<file path="src/rtl/out_round_limit.sv">
module out_round_limit #(
  parameter int FRAC = 2,
  parameter int IN_W = 20
) (
  input  logic            clk,
  input  logic            rst_n,
  input  logic [IN_W-1:0] fir_res,
  input  logic [2:0]      rnd_sel,
  input  logic            narrow8,
  input  logic            tc_fmt,
  input  logic            uns_io,
  input  logic            clip_video,
  input  logic            half_gain,
  input  logic            oe_n,
  output logic [15:0]     dout,
  output logic [15:0]     dout_en
);
  localparam int OW = 16;
  localparam int W  = IN_W + 2;
  localparam logic signed [W-1:0] ONE = W'(1);

  logic uns_act;
  logic [15:0] keep, word;
  logic signed [W-1:0] vs, sum, q, hi, lo, sv;
  int k, d, sh;

  assign uns_act = uns_io & (|rnd_sel);

  always_comb begin
    case (rnd_sel)
      3'd0: k = 16;
      3'd1: k = 15;
      3'd2: k = 14;
      3'd3: k = 13;
      3'd4: k = narrow8 ? 8 : 12;
      3'd5: k = 11;
      3'd6: k = 10;
      default: k = 9;
    endcase
    d  = OW - k;
    sh = FRAC + d;
    keep = 16'hFFFF << d;

    if (uns_act) vs = $signed({2'b00, fir_res}) - (ONE <<< (FRAC + OW - 1));
    else         vs = $signed({{2{fir_res[IN_W-1]}}, fir_res});

    sum = vs + (ONE <<< (sh - 1));
    q   = sum >>> sh;

    if (half_gain) begin
      hi = (ONE <<< (k - 2)) - ONE;
      lo = -(ONE <<< (k - 2));
    end else if (clip_video) begin
      hi = W'(107) <<< (k - 8);
      lo = -(W'(112) <<< (k - 8));
    end else begin
      hi = (ONE <<< (k - 1)) - ONE;
      lo = -(ONE <<< (k - 1));
    end

    if (q > hi)      sv = hi;
    else if (q < lo) sv = lo;
    else             sv = q;

    word = 16'(sv <<< d);
    if (!tc_fmt) begin
      word[15] = ~word[15];
      if (!uns_act) word = word ^ keep;
    end
  end

  always_ff @(posedge clk) begin
    if (!rst_n) dout <= '0;
    else        dout <= word;
  end

  assign dout_en = oe_n ? 16'h0000 : keep;

  assert_released_zero_R2: assert property (@(posedge clk) disable iff (!rst_n)
    1'b1 |=> ((dout & ~$past(keep)) == 16'h0000));

  assert_no_wrap_pos_R4: assert property (@(posedge clk) disable iff (!rst_n)
    (tc_fmt && !uns_act && !fir_res[IN_W-1]) |=> !dout[15]);

  assert_no_wrap_neg_R4: assert property (@(posedge clk) disable iff (!rst_n)
    (tc_fmt && !uns_act && fir_res[IN_W-1]) |=> (dout[15] || dout == 16'h0000));

  assert_clip_range_R6: assert property (@(posedge clk) disable iff (!rst_n)
    (clip_video && tc_fmt) |=> ($signed(dout) <= 16'sd27392 && $signed(dout) >= -16'sd28672));

  assert_min_width_R1: assert property (@(posedge clk) disable iff (!rst_n)
    !oe_n |-> ($countones(dout_en) >= 8 && dout_en[15]));

  assert_oe_off_R9: assert property (@(posedge clk) disable iff (!rst_n)
    oe_n |-> (dout_en == 16'h0000));
endmodule

</file>
<file path="config.mk">
export PLATFORM = sky130hd
export DESIGN_NAME = out_round_limit
export DESIGN_NICKNAME = d
export VERILOG_FILES = /design/src/rtl/out_round_limit.sv
export SDC_FILE = /design/constraint.sdc
export NUM_CORES = 1
export LEC_CHECK = 0
export ABC_CLOCK_PERIOD_IN_PS = 11500
export CORE_MARGIN = 4
export CORE_UTILIZATION = 35
export CTS_CLUSTER_SIZE = 16
export DETAILED_ROUTE_END_ITERATION = 16
export PLACE_DENSITY_LB_ADDON = 0.1
export SKIP_CTS_REPAIR_TIMING = 1
export SKIP_LAST_GASP = 1
export SYNTH_ARGS = -nofsm -noshare
export SYNTH_HDL_FRONTEND = slang
export SYNTH_SLANG_ARGS = --single-unit
</file>
<file path="constraint.sdc">
create_clock -name clk -period 11.5 [get_ports clk]
set_input_delay 1.725 -clock clk [delete_from_list [all_inputs] [get_ports clk]]
set_output_delay 1.725 -clock clk [all_outputs]
set_load 0.01 [all_outputs]
</file>
* Word-level counts from Yosys, hierarchy flattened *
Cells that the tools add are included.

operators by class
  $lt $le $gt $ge = 2
  reduce and logical (&&, ||, !) cells = 2
  shift-type cells = 8
  muxes and demuxes = 12
  bitwise operators = 3
  add/sub/neg operators = 13
  equal/unequal tests = 6

operators with widths
  kind                                                                   number
  22-bit 2-to-1 mux                                                      7
  2-bit by 32-bit <<< shifter with 22-bit output, first input constant   3
  22-bit negator                                                         3
  8-bit by 32-bit <<< shifter with 22-bit output, first input constant   2
  32-bit by 2-bit subtractor with 32-bit output, second input constant   2
  16-bit 2-to-1 mux                                                      3
  22-bit by 2-bit subtractor with 22-bit output, second input constant   2
  5-bit case mux with 7 select lines                                     1
  3-bit by 32-bit adder with 32-bit output, first input constant         1
  16-bit by 32-bit left shift with 16-bit output, first input constant   1
  22-bit by 32-bit <<< shifter with 16-bit output                        1
  22-bit by 32-bit >>> shifter with 22-bit output                        1
  32-bit by 3-bit subtractor with 32-bit output, second input constant   1
  32-bit by 5-bit subtractor with 32-bit output, second input constant   1
  6-bit by 32-bit subtractor with 32-bit output, first input constant    1
  22-bit adder                                                           1
  22-bit > comparator                                                    1
  22-bit < comparator                                                    1
  20-bit by 18-bit subtractor with 21-bit output, second input constant  1
  16-bit XOR                                                             1
  3-bit == test, second input constant                                   3
  3-bit by 2-bit == test with 1-bit output, second input constant        2
  3-bit by 1-bit == test with 1-bit output, second input constant        1
  3-bit zero test                                                        1
  other kinds (4)                                                        4

word-level totals
  word-level logic and storage cells = 47
  bits in registers = 16

* Longest topological paths before layout *
  depth in word-level cells = 16
  gate-level depth with buffers = 52

* Worst setup path before layout *
Ideal clock, no wire load.

  path kind = input port to flip-flop
  from = in rnd_sel[0]
  to = reg dout[11]
  data required time = 11381 ps
  buffers on the path = 9
  path slack = 398 ps
  arrival = 10983 ps
  setup time = 119 ps
  cell stages on the path = 49
  cell sequence = buf_2 inv_1 clkbuf_1 clkbuf_1 nand2_1 nand2_1 inv_1 ha_1 clkbuf_1 xnor2_1 nor2_1 inv_1 clkbuf_1 ha_1 clkbuf_1 clkbuf_1 nor2_1 nor2_1 [... 13 more ...] o211a_1 and2_1 ha_1 nor2b_1 o21a_1 o21a_1 o21a_1 o21a_1 o21ai_0 a21o_1 clkbuf_1 nor2_1 a31oi_1 nand2_1 o221a_2 o31a_1 a211o_1 mux2i_1

between the ends
  word-level cells in the longest chain between the ends = 15
  elaborated cells on any way between the ends = 42
  classes of those cells = 12 x add/sub; 2 x order compare; 6 x eq/ne; 8 x shift; 10 x mux; 2 x bitwise; 2 x reduce/logical

RTL lines
  item                                             RTL line  text
  start: declaration                               8         input logic [2:0] rnd_sel,
  3-bit == test (tied with other cells)            30        case (rnd_sel)
  5-bit case mux with 7 select lines               30
  6-bit by 32-bit subtractor with 32-bit output    40        d = OW - k;
  3-bit by 32-bit adder with 32-bit output         41        sh = FRAC + d;
  32-bit by 2-bit subtractor with 32-bit output    47        sum = vs + (ONE <<< (sh - 1));
  2-bit by 32-bit <<< shifter with 22-bit output   47
  22-bit adder                                     47
  22-bit by 32-bit >>> shifter with 22-bit output  48        q = sum >>> sh;
  22-bit < comparator                              62        else if (q < lo) sv = lo;
  22-bit 2-to-1 mux                                62
  22-bit 2-to-1 mux                                61        if (q > hi) sv = hi;
  22-bit by 32-bit <<< shifter with 16-bit output  65        word = 16'(sv <<< d);
  16-bit XOR                                       68        if (!uns_act) word = word ^ keep;
  16-bit 2-to-1 mux                                68
  16-bit 2-to-1 mux *                              66        if (!tc_fmt) begin
  end signal: assignment                           74        else dout <= word;
  end: declaration                                 15        output logic [15:0] dout,

Mark *: on every way between the ends. The rest lies on a longest branch, timed or not.
A chain may end at the register's enable or synchronous reset.

* Worst setup path after layout *
  from = in rnd_sel[1]
  to = reg dout[9]

The elaborated chain is that of the path after synthesis.

==> results.py <==
metrics = {
    "route": {
        "wl_per_cell_um": 25.6,
        "drt-total-wl_um": 46000,
        "drt_pass1_iterations": 6,
        "drcViolationCount": 0,
        "ant_nets": 0,
        "drt_iter0_drc": 1663,
        "num_vias": 12000,
        "vias_per_cell": 6.71,
    },
    "placement": {
        "hpwlAfterDp_um": 36800,
        "place_area_sq_mm": 0.0104,
        "dp_slack_ns": 0.441,
        "placed_cells": 1791,
        "gp_congestion": 1.01,
        "portBuffers": 62,
    },
    "global_route": {
        "grt_pass1_vias": 11200,
        "grt_use_total_pct": 30.0,
        "antenna_found_initial": 1,
        "grt_first_pass_wirelength_um": 69400,
        "overflow": 0,
        "grt_max_degree": 45,
    },
    "floorplan": {
        "rows": 59,
        "die_w_um": 172,
        "initial_core_util_pct": 35.8,
        "fp.dieArea_sq_mm": 0.0295,
        "core-area_sq_mm": 0.0262,
        "num_io_pins": 63,
        "die_h_um": 172,
    },
    "synthesis": {
        "yosysWarningCount": 0,
        "synth-seq-area-share_pct": 3.41,
        "async_reset_ff_share_pct": 0,
        "netlist_area_sq_mm": 0.00939,
        "ys_ff_latch": 16,
        "syn_inst": 1435,
        "yosys.area.top_type": "ha_1",
        "synth_edf_count": 0,
        "synth_area_leaders": "ha_1, nor2_1, a21oi_1",
        "synth_cell_types": 117,
        "synthDominantCellAreaShare_pct": 10.4,
        "syn_area_per_cell_sq_um": 6.55,
        "synth-main-ff-cell": "dfxtp_1",
    },
    "sta": {
        "post-route-period-util_pct": 95.4,
        "worst_pin_slew_ns": 0.981,
        "fmax_ghz": 0.0912,
        "holdWs_ns": 2.30,
        "setup_violations": 0,
        "layout_setup_ws_ns": 0.530,
        "drv_slew": 0,
        "period_minus_slack_ns": 10.97,
        "max_slew_margin_pct": 34.2,
        "setup_tns_ns": 0,
        "finalHoldViolCount": 0,
        "rsz0062_at_grt": "no",
    },
    "worst_setup_path": {
        "endpoint_kind": "flip-flop",
        "critPathSlowestCell": "clkdlybuf4s50_1",
        "startpoint_type": "input port",
        "critPathMostFrequentCell": "nor2_1",
        "crit_type": "input port to flip-flop",
        "max_stage_delay_ns": 0.53,
        "cp.arrival_ns": 11.07,
        "cp_max_fo": 8,
        "worstPathRequired_ns": 11.60,
    },
    "cells_and_area": {
        "mostFrequentLayoutCells": "nor2_1, nand2_1, a21oi_1",
        "final_common_cell": "nor2_1",
        "num_antenna_cells": 0,
        "top_regs": "dout: 16 flops",
        "nets": 1571,
        "largest_register_ffs": 16,
        "area_growth_pct": 12.2,
        "design_area_sq_mm": 0.0105,
        "drive_gt1_share_pct": 9.52,
        "layoutNonFillerInstCount": 1795,
        "largest-register": "dout",
    },
    "power": {
        "power.leakage_nw": 4.16,
        "vdd_drop_max_v": 0.0000478,
        "power.density_mw_per_mm2": 113,
    },
    "hold_path": {
        "holdCritPathClass": "input port to flip-flop",
        "whs_path_depth": 4,
    },
    "clocking": {
        "cts-htree-levels": 1,
        "cts_root_buffer": "clkbuf_16",
        "path_clk_slew_ns": 0.05,
        "ctsLongestPathBuffers": 2,
        "cts_made_buffers": 3,
        "cts.sinks": 16,
        "cts_tree": "yes",
    },
    "flow_run": {
        "cap_violations": 0,
    },
    "status": {
        "outcome": "completed",
    },
}
-- worst paths after layout --
check                      start                   to  slack, ns
worst max-delay path  rnd_sel[1]   dout[9]$_SDFF_PN0_       0.53
worst min-delay path      tc_fmt  dout[15]$_SDFF_PN0_       2.30
-- synthesized netlist by cell type (10+ instances only) --
library cell and count:
nand4_1 16, nand2_1 143, xnor2_1 34, mux2i_1 22, dfxtp_1 16, ha_1 78
a211oi_1 20, nor4_1 14, and2_1 15, a31oi_1 27, a22oi_1 12, nand2b_1 13
a2111oi_0 10, nor2b_1 11, nor2_1 154, o21a_1 28, o211ai_1 24, nand3_1 51
o21ai_0 73, a221oi_1 17, a21oi_1 110, nor3_1 65, inv_1 42, a21boi_0 13
clkbuf_1 57, o22ai_1 14, a21o_1 32, buf_2 28, o31ai_1 19, o21ai_1 17
or3_1 13, or2_2 11
-- area by class of cell --
cell class | instances | area, sq um
inverter | 48 | 180
sequential | 16 | 320
tap | 335 | 419
timing repair buffer | 122 | 1070
clock buffer | 4 | 88.8
multi-input combinational | 1270 | 8460
fill | 2827 | 15700
-- logic make-up after synthesis --
kind of cell	Yosys count	synth area share [%]
and+or+nand+nor	568	29.7
DFF	16	3.41
AOI/OAI and AO/OA	552	42.4
adders and majority gates	79	10.6
other	1	0.0399
muxes	27	3.06
buffers and inverters	151	6.89
xor gates and xnor gates	41	3.82
-- layer usage --
| layer | share of wire (%) | global-route usage, % |
|---|---|---|
| met1 | 45 | 43.0 |
| met2 | 43 | 47.1 |
| met3 | 8.8 | 3.72 |
| met4 | 3.4 | 8.85 |
| met5 | 0 | 0 |
-- worst max-delay path, delay by kind of cell --
family / cells / cell delay, ns
XOR/XNOR: 1 / 0.13
AO/OA/AOI/OAI: 18 / 4.95
buffers and inverters: 2 / 0.61
AND/OR/NAND/NOR: 12 / 2.17
adder cells (fa/ha/maj): 4 / 1.50
-- power by group --
part           internal (W)  total [W]  switching, W
clock network     0.0000528  0.0000736     0.0000209
logic              0.000387    0.00105      0.000661
registers         0.0000680  0.0000714    0.00000343
total              0.000507    0.00119      0.000685
-- per-stage QoR --
stage | utilization, % | total power [W]
after CTS | 40.1 | 0.00116
after detailed placement | 39.8 | 0.00109
final | 40.2 | 0.00119
after global placement | 39.8 | 0.00109
after global routing | 40.2 | 0.00128
after floorplan | - | 0.000757
No activity file was read; power rests on OpenSTA's default activity.
